$ cat config.mk
export PLATFORM = sky130hd
export DESIGN_NAME = swx_extract
export DESIGN_NICKNAME = d
export VERILOG_FILES = /design/src/rtl/swx_pkg.sv /design/src/rtl/swx_thresh.sv /design/src/rtl/swx_cross.sv /design/src/rtl/swx_seq.sv /design/src/rtl/swx_extract.sv
export SDC_FILE = /design/constraint.sdc
export NUM_CORES = 1
export LEC_CHECK = 0
export ABC_AREA = 1
export BUFFER_PORTS_ARGS = -buffer_cell sky130_fd_sc_hd__buf_2
export CORE_MARGIN = 2
export CORE_UTILIZATION = 59
export CTS_CLUSTER_DIAMETER = 150
export CTS_CLUSTER_SIZE = 28
export DETAILED_ROUTE_END_ITERATION = 12
export GPL_TIMING_DRIVEN = 0
export PLACE_DENSITY_LB_ADDON = 0.05
export SLEW_MARGIN = 20
export SYNTH_ARGS = -nofsm -noshare
export SYNTH_HDL_FRONTEND = slang
export SYNTH_HIERARCHICAL = 1
export SYNTH_SLANG_ARGS = --single-unit
$ cat constraint.sdc
create_clock -name clk -period 3 [get_ports clk]
set_input_delay 0.3 -clock clk [delete_from_list [all_inputs] [get_ports clk]]
set_output_delay 0.3 -clock clk [all_outputs]
set_load 0.01 [all_outputs]
$ cat src/rtl/swx_pkg.sv
package swx_pkg;
   typedef enum logic [1:0] {
      ST_IDLE   = 2'd0,
      ST_GATE   = 2'd1,
      ST_FIRST  = 2'd2,
      ST_SECOND = 2'd3
   } swx_state_e;
endpackage

$ cat src/rtl/swx_thresh.sv
module swx_thresh #(
   parameter int DW   = 12,
   parameter bit FINE = 1'b1
) (
   input  logic          clk,
   input  logic          rst_n,
   input  logic          load,
   input  logic [DW-1:0] ref_val,
   output logic [DW-1:0] thr_lo,
   output logic [DW-1:0] thr_hi
);
   logic [DW-1:0] lo_calc;

   generate
      if (FINE) begin : g_fine
         assign lo_calc = (ref_val >> 4) + (ref_val >> 5) + (ref_val >> 8) + (ref_val >> 9);
      end else begin : g_coarse
         assign lo_calc = (ref_val >> 4) + (ref_val >> 5);
      end
   endgenerate

   always_ff @(posedge clk or negedge rst_n) begin
      if (!rst_n) begin
         thr_lo <= '0;
         thr_hi <= '0;
      end else if (load) begin
         thr_lo <= lo_calc;
         thr_hi <= ref_val - lo_calc;
      end
   end
endmodule

$ cat src/rtl/swx_cross.sv
module swx_cross #(
   parameter int DW   = 12,
   parameter bit INCL = 1'b1
) (
   input  logic [DW-1:0] smp,
   input  logic [DW-1:0] thr,
   input  logic          dir_rise,
   output logic          hit
);
   generate
      if (INCL) begin : g_incl
         assign hit = dir_rise ? (smp >= thr) : (smp <= thr);
      end else begin : g_excl
         assign hit = dir_rise ? (smp > thr) : (smp < thr);
      end
   endgenerate
endmodule

$ cat src/rtl/swx_seq.sv
module swx_seq
   import swx_pkg::*;
#(
   parameter int CW = 16
) (
   input  logic          clk,
   input  logic          rst_n,
   input  logic          arm,
   input  logic          mode_in,
   input  logic [CW-1:0] limit,
   input  logic          smp_valid,
   input  logic          hit_gate,
   input  logic          hit_first,
   input  logic          hit_second,
   output logic          mode_q,
   output logic          done,
   output logic          to_flag,
   output logic [CW-1:0] r_delay,
   output logic [CW-1:0] r_edge,
   output logic [CW:0]   r_total
);
   swx_state_e    state;
   logic [CW-1:0] cnt;
   logic [CW-1:0] lim_q;
   logic [CW-1:0] delay_tmp;
   logic [CW:0]   step;
   logic          hit_cur;

   assign step = {1'b0, cnt} + 1'b1;

   always_comb begin
      case (state)
         ST_GATE:   hit_cur = hit_gate;
         ST_FIRST:  hit_cur = hit_first;
         ST_SECOND: hit_cur = hit_second;
         default:   hit_cur = 1'b0;
      endcase
   end

   always_ff @(posedge clk or negedge rst_n) begin
      if (!rst_n) begin
         state     <= ST_IDLE;
         mode_q    <= 1'b0;
         done      <= 1'b0;
         to_flag   <= 1'b0;
         cnt       <= '0;
         lim_q     <= '0;
         delay_tmp <= '0;
         r_delay   <= '0;
         r_edge    <= '0;
         r_total   <= '0;
      end else begin
         done <= 1'b0;
         if (arm) begin
            state     <= ST_GATE;
            mode_q    <= mode_in;
            lim_q     <= limit;
            cnt       <= '0;
            to_flag   <= 1'b0;
            delay_tmp <= '0;
            r_delay   <= '0;
            r_edge    <= '0;
            r_total   <= '0;
         end else if (smp_valid && state != ST_IDLE) begin
            if (hit_cur) begin
               cnt <= '0;
               case (state)
                  ST_GATE:  state <= ST_FIRST;
                  ST_FIRST: begin
                     delay_tmp <= step[CW-1:0];
                     state     <= ST_SECOND;
                  end
                  default: begin
                     r_delay <= delay_tmp;
                     r_edge  <= step[CW-1:0];
                     r_total <= {1'b0, delay_tmp} + step;
                     done    <= 1'b1;
                     state   <= ST_IDLE;
                  end
               endcase
            end else if (step >= {1'b0, lim_q}) begin
               to_flag <= 1'b1;
               state   <= ST_IDLE;
               cnt     <= '0;
            end else begin
               cnt <= step[CW-1:0];
            end
         end
      end
   end
endmodule

$ cat src/rtl/swx_extract.sv
module swx_extract #(
   parameter int DW   = 12,
   parameter int CW   = 16,
   parameter bit FINE = 1'b1,
   parameter bit INCL = 1'b1
) (
   input  logic          clk,
   input  logic          rst_n,
   input  logic          arm,
   input  logic          mode_off,
   input  logic [DW-1:0] vge_full,
   input  logic [DW-1:0] ic_peak,
   input  logic [CW-1:0] limit,
   input  logic          smp_valid,
   input  logic [DW-1:0] vge_smp,
   input  logic [DW-1:0] ic_smp,
   output logic [CW-1:0] td_on,
   output logic [CW-1:0] t_rise,
   output logic [CW-1:0] td_off,
   output logic [CW-1:0] t_fall,
   output logic [CW:0]   t_on,
   output logic [CW:0]   t_off,
   output logic          res_valid,
   output logic          timed_out
);
   localparam int MinDw = FINE ? 10 : 6;

   generate
      if (DW < MinDw) begin : g_bad_dw
         $error("swx_extract: DW too small for threshold shifts");
      end
      if (CW < 2) begin : g_bad_cw
         $error("swx_extract: CW must be at least 2");
      end
   endgenerate

   logic [DW-1:0] v_lo, v_hi, i_lo, i_hi;
   logic [DW-1:0] thr_gate, thr_first, thr_second;
   logic          hit_gate, hit_first, hit_second;
   logic          mode_q;
   logic [CW-1:0] r_delay, r_edge;
   logic [CW:0]   r_total;

   swx_thresh #(.DW(DW), .FINE(FINE)) u_thr_v (
      .clk(clk), .rst_n(rst_n), .load(arm), .ref_val(vge_full),
      .thr_lo(v_lo), .thr_hi(v_hi));

   swx_thresh #(.DW(DW), .FINE(FINE)) u_thr_i (
      .clk(clk), .rst_n(rst_n), .load(arm), .ref_val(ic_peak),
      .thr_lo(i_lo), .thr_hi(i_hi));

   assign thr_gate   = mode_q ? v_hi : v_lo;
   assign thr_first  = mode_q ? i_hi : i_lo;
   assign thr_second = mode_q ? i_lo : i_hi;

   swx_cross #(.DW(DW), .INCL(INCL)) u_cr_gate (
      .smp(vge_smp), .thr(thr_gate), .dir_rise(!mode_q), .hit(hit_gate));
   swx_cross #(.DW(DW), .INCL(INCL)) u_cr_first (
      .smp(ic_smp), .thr(thr_first), .dir_rise(!mode_q), .hit(hit_first));
   swx_cross #(.DW(DW), .INCL(INCL)) u_cr_second (
      .smp(ic_smp), .thr(thr_second), .dir_rise(!mode_q), .hit(hit_second));

   swx_seq #(.CW(CW)) u_seq (
      .clk(clk), .rst_n(rst_n), .arm(arm), .mode_in(mode_off), .limit(limit),
      .smp_valid(smp_valid), .hit_gate(hit_gate), .hit_first(hit_first),
      .hit_second(hit_second), .mode_q(mode_q), .done(res_valid),
      .to_flag(timed_out), .r_delay(r_delay), .r_edge(r_edge), .r_total(r_total));

   assign td_on  = mode_q ? '0 : r_delay;
   assign t_rise = mode_q ? '0 : r_edge;
   assign t_on   = mode_q ? '0 : r_total;
   assign td_off = mode_q ? r_delay : '0;
   assign t_fall = mode_q ? r_edge  : '0;
   assign t_off  = mode_q ? r_total : '0;
endmodule

==> impl_metrics.tcl, run 1 <==
set metrics [dict create \
    irDropWorstVdd_mv 0.558 \
    cts_tree "yes" \
    worstHoldPathType "input pin to register" \
    gp_congestion 0.932 \
    grt_pass1_wl_um 54000 \
    ioPinCount 169 \
    clockBufferDepth 2 \
    yosys.area.top_type "dfrtp_1" \
    maxCapViolations 0 \
    fp.dieH_um 147 \
    endpoint "u_thr_i/thr_hi[10]$_DFFE_PN0P_" \
    syn_inst 1742 \
    setup_viol 13 \
    drc 0 \
    period_needed_ns 3.26 \
    yosysWarnings 6 \
    grt_pass1_vias 11000 \
    setup_tns_ns -2.21 \
    drt_first_pass_iters 6 \
    fp.dieArea_um2 21600 \
    crit_fanout 4 \
    wl_per_cell_um 15.8 \
    vias_per_cell 5.31 \
    core_um2 20200 \
    initial_core_util_pct 59.8 \
    p_per_area_nw_per_um2 562 \
    antenna_violating_nets_post_route 0 \
    endpoint_kind "register" \
    syn_area_um2 12100 \
    ys_top_cells_by_area "dfrtp_1, nand2_1, ha_1, inv_1, o21ai_0" \
    dp_hpwl_um 26100 \
    r2r-end "u_seq/cnt[0]$_DFFE_PN0P_" \
    rr_startpoint "u_seq/cnt[10]$_DFFE_PN0P_" \
    cts_htree_levels 4 \
    r2r_cells 17 \
    antenna_found_initial 0 \
    use_met2_pct 50.5 \
    seq_area_frac_synth_pct 30.3 \
    violations "negative setup slack" \
    grt_use_met3_pct 3.57 \
    synth_top_area_share_pct 30.3 \
    cts_inserted_buffers 17 \
    cts_num_sinks 146 \
    fmax_ghz 0.307 \
    clock_skew_ns 0.0134 \
    relSlewSlack_pct 54.2 \
    antenna_cells 0 \
    arrival_ns 3.58 \
    drt_iter0_markers 1014 \
    rows 52 \
    synth_edf_count 0 \
    grt_usage_pct 31.4 \
    vias 12100 \
    die_w_um 147 \
    numPortBuffers 168 \
    gr-usage-met1_pct 44.7 \
    startpoint_type "input pin" \
    hold_violations 0 \
    clk_pin_slew_ns 0.07 \
    syn_to_final_growth_pct 28.7 \
    startpoint "ic_peak[5]" \
    max_slew.worst_pin.slew_ns 0.687 \
    outcome "finished with violations" \
    grt_max_degree 79 \
    drv_slew 0 \
    syn_avg_cell_area_um2 6.93 \
    synth-main-ff-cell "dfrtp_1" \
    rsz0062_at_grt "true" \
    fin_crit_sh_pct 109 \
    overflow 0 \
    holdWs_ns 0.0686 \
    cts_root_buffer "clkbuf_16" \
    layout.nets 2207 \
    synthArstFlopShare_pct 100 \
    p_total_mw 8.73 \
    synth_most_common_cell "nand2_1" \
    power.leakage_nw 8.80 \
    synth.distinct_cells 48 \
    clkLatencyLatePin_ns 0.43 \
    crit_type "input pin to register" \
    grt_busiest_layer "met2" \
    worstPathRequired_ns 3.32 \
    r2r_slack_ns -0.01 \
    fin_ws_ns -0.261 \
    wl_um 36000 \
    place_ws_ns -0.960 \
    drive_above_1_share_pct 27.0 \
    synth_top_cells_by_count "nand2_1, inv_1, dfrtp_1, ha_1, nor2_1" \
    ys_seq_elements 146 \
]
## power breakdown
| group | internal (mW) | switching (mW) | total, mW |
|---|---|---|---|
| clock | 1.18 | 0.939 | 2.12 |
| combinational | 1.84 | 2.36 | 4.20 |
| sequential | 2.23 | 0.183 | 2.41 |
## per-stage QoR
step	util [%]	instance area, um2	instances
global route	77.0	15500	2287
floorplan	-	12100	1744
global placement	66.1	13300	2182
detailed placement	66.2	13400	2183
finish	77.0	15500	2287
CTS	72.3	14600	2247
## cell type report
type,instances,area (um2)
sequential,146,3660
buffer,50,467
tap,270,338
inverter,345,1340
timing repair inverter,1,8.76
clock buffer,17,425
clock inverter,15,155
timing repair buffer,240,1550
fill,1520,4640
multi-input combinational,1203,7600
## routing by layer
layer  vias up  part of all wire, %
met4         0                  2.3
met2       468                   46
met3        62                  6.8
li1       5937                    -
met1      5676                   45
met5         -                    0
## logic make-up (layout without fill, tap and decap cells)
group / after synthesis / after routing / synth area share (%)
AO/OA/AOI/OAI: 202 / 202 / 9.83
XOR/XNOR: 18 / 18 / 1.37
adder cells (fa/ha/maj): 134 / 134 / 14.9
buffers and inverters: 396 / 668 / 13.4
flip-flops: 146 / 146 / 30.3
other: 2 / 4 / 0.0622
AND/OR/NAND/NOR: 844 / 845 / 30.1
## sequential cells by signal, summed over array words and instances, names as in the netlist, 2 cells and up
signal / flops
u_seq/lim_q: 16
u_seq/cnt: 16
u_thr_i/thr_lo: 10
u_seq/r_delay: 16
u_seq/r_total: 17
u_seq/state: 2
u_thr_i/thr_hi: 12
u_thr_v/thr_lo: 10
u_seq/r_edge: 16
u_seq/delay_tmp: 16
u_thr_v/thr_hi: 12
## worst min path at each step
stage	slack, ns	end	startpoint	cells after the start
after floorplan	0.004	u_seq/cnt[0]$_DFFE_PN0P_	rst_n	0
after global placement	0.45	u_thr_v/thr_hi[1]$_DFFE_PN0P_	u_thr_v/thr_hi[1]$_DFFE_PN0P_	2
after detailed placement	0.32	u_thr_v/thr_lo[8]$_DFFE_PN0P_	rst_n	1
after CTS	0.06	u_seq/lim_q[14]$_DFFE_PN0P_	limit[14]	3
after global routing	0.08	u_seq/lim_q[14]$_DFFE_PN0P_	limit[14]	3
final	0.07	u_seq/lim_q[14]$_DFFE_PN0P_	limit[14]	3
## cells in the final DEF (no fill, tap or decap), types with 37 or more instances in the layout
cell type and count:
buf_4 65, nor2_1 106, ha_1 94, nand2_2 49
buf_2 166, inv_1 305, a21oi_1 37, dfrtp_1 144
o21ai_0 71, nand3_1 52, nand2_1 535
## critical path, cell delays in order
cell and delay, ns:
buf_6 0.09, inv_2 0.05, fa_1 0.58, inv_2 0.06
fa_1 0.51, ha_4 0.19, fa_2 0.53, inv_2 0.05
ha_4 0.31, nand3_2 0.08, nand2_2 0.09, nand2_2 0.06
nand2_2 0.07, nand2_2 0.07, nand2_2 0.07, nand2_2 0.06
nand2_2 0.10, nand3_2 0.07, nand2_1 0.07, nand2_1 0.05
nand3_2 0.08, nand2_1 0.05
## timing repair
item                                    in CTS  in global routing
hold buffers                                 1                  0
gates resized for setup                    108                144
gates cloned                                 0                  7
endpoints found under the hold margin       77                  0
endpoints found under the setup margin      99                100
pin swaps                                   48                 49
buffers inserted                            31                 34
No activity file was read; power rests on OpenSTA's default activity.
==> inputs of run 2 (changes only) <==
CORE_UTILIZATION = 40   (was 59)
==> run 2 against run 1 <==
The flow still finishes with violations (negative setup slack). Clock skew increased by 0.0071 ns. Core utilization fell by 25 points. Register-to-register slack improved by 0.14 ns. Combinational power fell by 6.0%. Via count decreased by 6.8%. Cell area barely moved. Non-clock buffer count decreased by 11. Fmax up 1.2%. Sequential cell count is the same. First-iteration DRC count shrank 51%. Final cell count increased by 4.8%. Power decreased by 2.3%. Critical endpoint is now u_thr_v/thr_hi[8]$_DFFE_PN0P_. Largest cell class unchanged.
==> impl_metrics.tcl, run 2 (synthesis gave the netlist of run 1 again) <==
set metrics [dict create \
    antenna_found_initial 2 \
    layout.nets 2195 \
    drive_above_1_share_pct 25.5 \
    syn_to_final_growth_pct 28.7 \
    fin_ws_ns -0.222 \
    r2r-end "u_seq/r_total[15]$_DFFE_PN0P_" \
    pwr-share-comb_pct 46.3 \
    rr_startpoint "u_seq/cnt[0]$_DFFE_PN0P_" \
    wl_per_cell_um 14.6 \
    fin_crit_sh_pct 107 \
    clk_pin_slew_ns 0.07 \
    hold_violations 0 \
    max_slew.worst_pin.slew_ns 0.807 \
    fp.dieH_um 178 \
    initial_core_util_pct 40.7 \
    p_clk_share_pct 25.5 \
    fin_util_pct 52.4 \
    outcome "finished with violations" \
    power.leakage_nw 8.80 \
    arrival_ns 3.55 \
    p_per_area_nw_per_um2 549 \
    placed_cell_area_um2 13500 \
    crit_type "input pin to register" \
    fmax_ghz 0.310 \
    drv_slew 0 \
    maxCapViolations 0 \
    register_area_um2 3650 \
    largest_reg_flops 17 \
    clkLatencyLatePin_ns 0.44 \
    drc 0 \
    p_switching_mw 3.41 \
    numPortBuffers 168 \
    place_ws_ns -0.993 \
    grt_pass1_wl_um 54200 \
    cts_htree_levels 4 \
    grt_usage_pct 22.0 \
    antenna_violating_nets_post_route 0 \
    hold_path_end "u_seq/lim_q[15]$_DFFE_PN0P_" \
    multi_input_area_um2 7500 \
    layout_common_cells "nand2_1, inv_1, buf_2, dfrtp_1, nor2_1" \
    die_w_um 178 \
    worstPathRequired_ns 3.32 \
    cts_tree "yes" \
    wl_um 35000 \
    vias_per_cell 4.72 \
    cts_inserted_buffers 17 \
    setup_tns_ns -1.31 \
    rows 63 \
    overflow 0 \
    ioPinCount 169 \
    startpoint_type "input pin" \
    gp_congestion 0.873 \
    vias 11300 \
    worstHoldPathType "input pin to register" \
    drt_iter0_markers 497 \
    hp-start "limit[15]" \
    fp.dieArea_um2 31600 \
    setup_viol 9 \
    rsz0062_at_grt "true" \
    core_um2 29600 \
    final_cell_area_um2 15500 \
    clockBufferDepth 2 \
    period_needed_ns 3.22 \
    violations "negative setup slack" \
    p_int_mw 5.11 \
    fill_cells 3007 \
    grt_max_degree 86 \
    final_common_cell "nand2_1" \
    crit_fanout 4 \
    irDropWorstVdd_mv 0.363 \
    whs_path_depth 3 \
    endpoint_kind "register" \
    seqPwrFrac_pct 28.2 \
    sw_frac_of_total_pct 40.0 \
    dp_hpwl_um 27400 \
    clock_skew_ns 0.0205 \
    cts_root_buffer "clkbuf_16" \
    holdWs_ns 0.0754 \
    r2r_cells 17 \
    grt_pass1_vias 10500 \
    r2r_slack_ns 0.13 \
    relSlewSlack_pct 46.2 \
    cts_num_sinks 146 \
    drt_first_pass_iters 5 \
    regMostFlops "u_seq/r_total" \
]
run 2: changes by cell type in the layout (fill, tap and decap cells not counted), moves of 5 or more:
| cell | change |
|---|---|
| ha_1 | +5 |
| o21ai_0 | +8 |
| o21ai_2 | -5 |
| buf_6 | +7 |
| inv_2 | -5 |
| buf_4 | -13 |
| a21oi_1 | +5 |
| inv_6 | -8 |
| inv_1 | +7 |
run 2: what timing repair did:
action | 4_1_cts | 5_1_grt
resized for setup | 118 | 117
cloned | 0 | 4
setup buffers | 40 | 21
setup endpoints to repair | 99 | 100
hold buffers | 1 | 0
endpoints found under the hold margin | 61 | 0
pin swaps | 58 | 54
run 2: metal layers:
layer / wire (um) / track usage [%] / vias up / part of all wire, %
met4: 612 / 5.70 / 2 / 1.7
met3: 1190 / 3.38 / 37 / 3.4
met2: 17900 / 40.5 / 207 / 51
met1: 15300 / 26.5 / 5174 / 44
li1: - / - / 5894 / -
met5: 16 / 0 / - / 0.046
run 2: how the worst max path moves through the flow:
stage                 startpoint                        endpoint  slack (ns)  depth (start not counted)
CTS                  vge_full[9]   u_thr_v/thr_hi[8]$_DFFE_PN0P_       -0.24                         21
global route         vge_full[9]   u_thr_v/thr_hi[8]$_DFFE_PN0P_       -0.36                         21
detailed placement  vge_full[10]  u_thr_v/thr_hi[11]$_DFFE_PN0P_       -0.99                         20
finish               vge_full[9]   u_thr_v/thr_hi[8]$_DFFE_PN0P_       -0.22                         21
floorplan            vge_full[6]   u_thr_v/thr_hi[8]$_DFFE_PN0P_       -0.42                         20
global placement    vge_full[10]  u_thr_v/thr_hi[11]$_DFFE_PN0P_       -0.99                         20
run 2: area by class of cell:
class / count / share of cell area (%)
Sequential cell: 146 / 23.5
Antenna cell: 1 / 0.0161
Clock buffer: 17 / 2.74
Timing Repair Buffer: 228 / 9.38
Inverter: 345 / 8.67
Timing Repair inverter: 1 / 0.0322
Buffer: 51 / 3.03
Multi-Input combinational cell: 1202 / 48.3
Clock inverter: 15 / 1.18
Tap cell: 390 / 3.14
run 2: worst max-delay path: stages:
cell,delay (ns)
buf_12,0.08
inv_4,0.03
fa_1,0.54
inv_2,0.04
fa_1,0.48
ha_4,0.19
fa_2,0.53
inv_2,0.05
ha_4,0.31
nand3_2,0.09
nand2_2,0.08
nand2_2,0.06
nand2_1,0.06
nand2_1,0.05
nand2_2,0.08
nand3_2,0.08
nor2_4,0.12
nor2_2,0.05
or2_1,0.20
nand3_1,0.07
nand2_1,0.05
run 2: power by group through the flow:
stage / registers [mW] / clock network [mW] / logic, mW
after floorplan: 2.39 / 0 / 2.17
after global placement: 2.43 / 0 / 2.86
after detailed placement: 2.44 / 0 / 2.90
after CTS: 2.40 / 2.22 / 3.59
after global routing: 2.44 / 2.32 / 4.41
final: 2.40 / 2.17 / 3.95
run 2: stage by stage:
stage                     power [mW]  std cells
after floorplan                 4.56       1744
after global placement          5.29       2302
after detailed placement        5.33       2303
after CTS                       8.21       2374
after global routing            9.16       2395
final                           8.52       2396
==> inputs of run 3 (changes only) <==
PLACE_DENSITY = 0.63   (was unset)
PLACE_DENSITY_LB_ADDON = unset   (was 0.05)
SLEW_MARGIN = 10   (was 20)
==> run 3 against run 2 <==
The flow still finishes with violations (negative setup slack). Die area is the same. Clock power shrank 7%. Cell area shrank 1.4%. Combinational power shrank 3%. First-iteration DRC count grew 31%. Sequential share of layout area grew 0.34 points. Critical path type unchanged. Wire length is essentially flat. Register-to-register slack gained 0.04 ns.
==> impl_metrics.tcl, run 3 (synthesis gave the netlist of run 1 again) <==
set metrics [dict create \
    dp_hpwl_um 27300 \
    worstHoldPathType "input pin to register" \
    seqPwrFrac_pct 29.2 \
    core_um2 29600 \
    fin_ws_ns -0.237 \
    wl_um 35000 \
    antenna_cells 0 \
    irDropWorstVdd_mv 0.454 \
    cts_inserted_buffers 17 \
    p_clk_share_pct 24.4 \
    clockBufferDepth 2 \
    dp_cells 2303 \
    rsz0062_at_grt "true" \
    p_int_mw 4.96 \
    p_switching_mw 3.27 \
    ioPinCount 169 \
    fin_crit_sh_pct 108 \
    fp.dieArea_um2 31600 \
    grt_pass1_wl_um 56100 \
    rr_startpoint "u_seq/mode_q$_DFFE_PN0P_" \
    endpoint_kind "register" \
    largest_reg_flops 17 \
    drt_first_pass_iters 7 \
    placed_cell_area_um2 13500 \
    cts_num_sinks 146 \
    drv_slew 0 \
    drive_above_1_share_pct 25.6 \
    setup_viol 12 \
    violations "negative setup slack" \
    crit_type "input pin to register" \
    startpoint_type "input pin" \
    relSlewSlack_pct 46.6 \
    max_slew.worst_pin.slew_ns 0.802 \
    arrival_ns 3.55 \
    rows 63 \
    pwr-share-comb_pct 46.4 \
    final_common_cell "nand2_1" \
    period_needed_ns 3.24 \
    antenna_found_initial 1 \
    clkLatencyLatePin_ns 0.43 \
    grt_pass1_vias 11200 \
    fmax_ghz 0.309 \
    fp.dieH_um 178 \
    p_per_area_nw_per_um2 538 \
    vias 11500 \
    hp-start "limit[9]" \
    numPortBuffers 168 \
    overflow 0 \
    layout.nets 2193 \
    initial_core_util_pct 40.7 \
    grt_usage_pct 22.5 \
    fin_cells 2392 \
    crit_fanout 5 \
    outcome "finished with violations" \
    drt_iter0_markers 653 \
    grt_max_degree 100 \
    worstPathRequired_ns 3.32 \
    clock_skew_ns 0.0122 \
    startpoint "ic_peak[6]" \
    die_w_um 178 \
    cts_htree_levels 4 \
    regMostFlops "u_seq/r_total" \
    clk_pin_slew_ns 0.07 \
    layout_common_cells "nand2_1, inv_1, buf_2, dfrtp_1, nor2_1" \
    hold_violations 0 \
    gp_congestion 0.903 \
    cts_tree "yes" \
    final_cell_area_um2 15300 \
    p_total_mw 8.24 \
    antenna_violating_nets_post_route 0 \
    power.leakage_nw 8.71 \
    maxCapViolations 0 \
    fin_util_pct 51.7 \
    vias_per_cell 4.81 \
    drc 0 \
    cts_root_buffer "clkbuf_16" \
    sw_frac_of_total_pct 39.8 \
    wl_per_cell_um 14.6 \
    syn_to_final_growth_pct 26.9 \
]
==> run 3: through the flow <==
step / setup slack (ns) / hold slack [ns] / setup TNS, ns
final: -0.237 / 0.0824 / -1.86
after global routing: -0.344 / 0.0811 / -3.72
after CTS: -0.247 / 0.0698 / -1.99
after detailed placement: -1.09 / 0.239 / -38.69
after global placement: -1.08 / 0.458 / -120.97
after floorplan: -0.418 / 0.00441 / -3.71
==> run 3: power groups by stage <==
stage	Clock [mW]	Sequential, mW	Combinational, mW
6_report	2.01	2.41	3.82
5_1_grt	2.13	2.44	4.26
4_1_cts	2.05	2.41	3.46
3_5_place_dp	0	2.45	2.88
3_3_place_gp	0	2.43	2.81
2_1_floorplan	0	2.39	2.17
==> run 3: cell type report <==
type	instances	area (um2)
fillers	2891	14300
multi-input cells	1202	7440
flip-flops and latches	146	3650
repair buffers	227	1400
inverters	345	1340
well taps	390	488
plain buffers	50	437
clock buffers	17	425
clock inverters	14	121
repair inverters	1	6.26
==> run 3: worst paths after layout <==
path,slack [ns],to,cells after the start
worst max-delay path,-0.24,u_thr_i/thr_hi[11]$_DFFE_PN0P_,19
worst min-delay path,0.08,u_seq/lim_q[9]$_DFFE_PN0P_,3
worst max register to register,0.17,u_seq/r_delay[12]$_DFFE_PN0P_,21
worst min register to register,0.48,u_thr_v/thr_hi[8]$_DFFE_PN0P_,2
max in group asynchronous,1.82,u_seq/r_total[16]$_DFFE_PN0P_,3
min in group asynchronous,0.36,u_thr_v/thr_hi[11]$_DFFE_PN0P_,2
==> run 3: critical path: stages <==
cell and delay, ns:
buf_8 0.08, clkinvlp_4 0.11, fa_1 0.51, inv_2 0.04
fa_1 0.51, ha_4 0.20, fa_2 0.55, inv_4 0.05
ha_4 0.23, a21oi_2 0.16, nand2_2 0.10, a31oi_4 0.20
nor2_2 0.05, nand2_2 0.08, nand2_4 0.08, nand3_4 0.08
nand3_2 0.08, nand3_2 0.10, nand2_1 0.05
==> run 3: repair_timing <==
item	CTS	global route
hold buffers	1	0
buffers inserted	32	26
resized for setup	100	120
cloned	0	3
setup endpoints to repair	99	101
pin swaps	48	45
hold endpoints to repair	47	0
==> run 3: metal layers <==
layer / track usage, % / part of all wire (%)
met1: 29.5 / 47
met2: 37.9 / 46
met3: 3.04 / 4.3
met4: 8.30 / 3.0
met5: 0 / 0.037
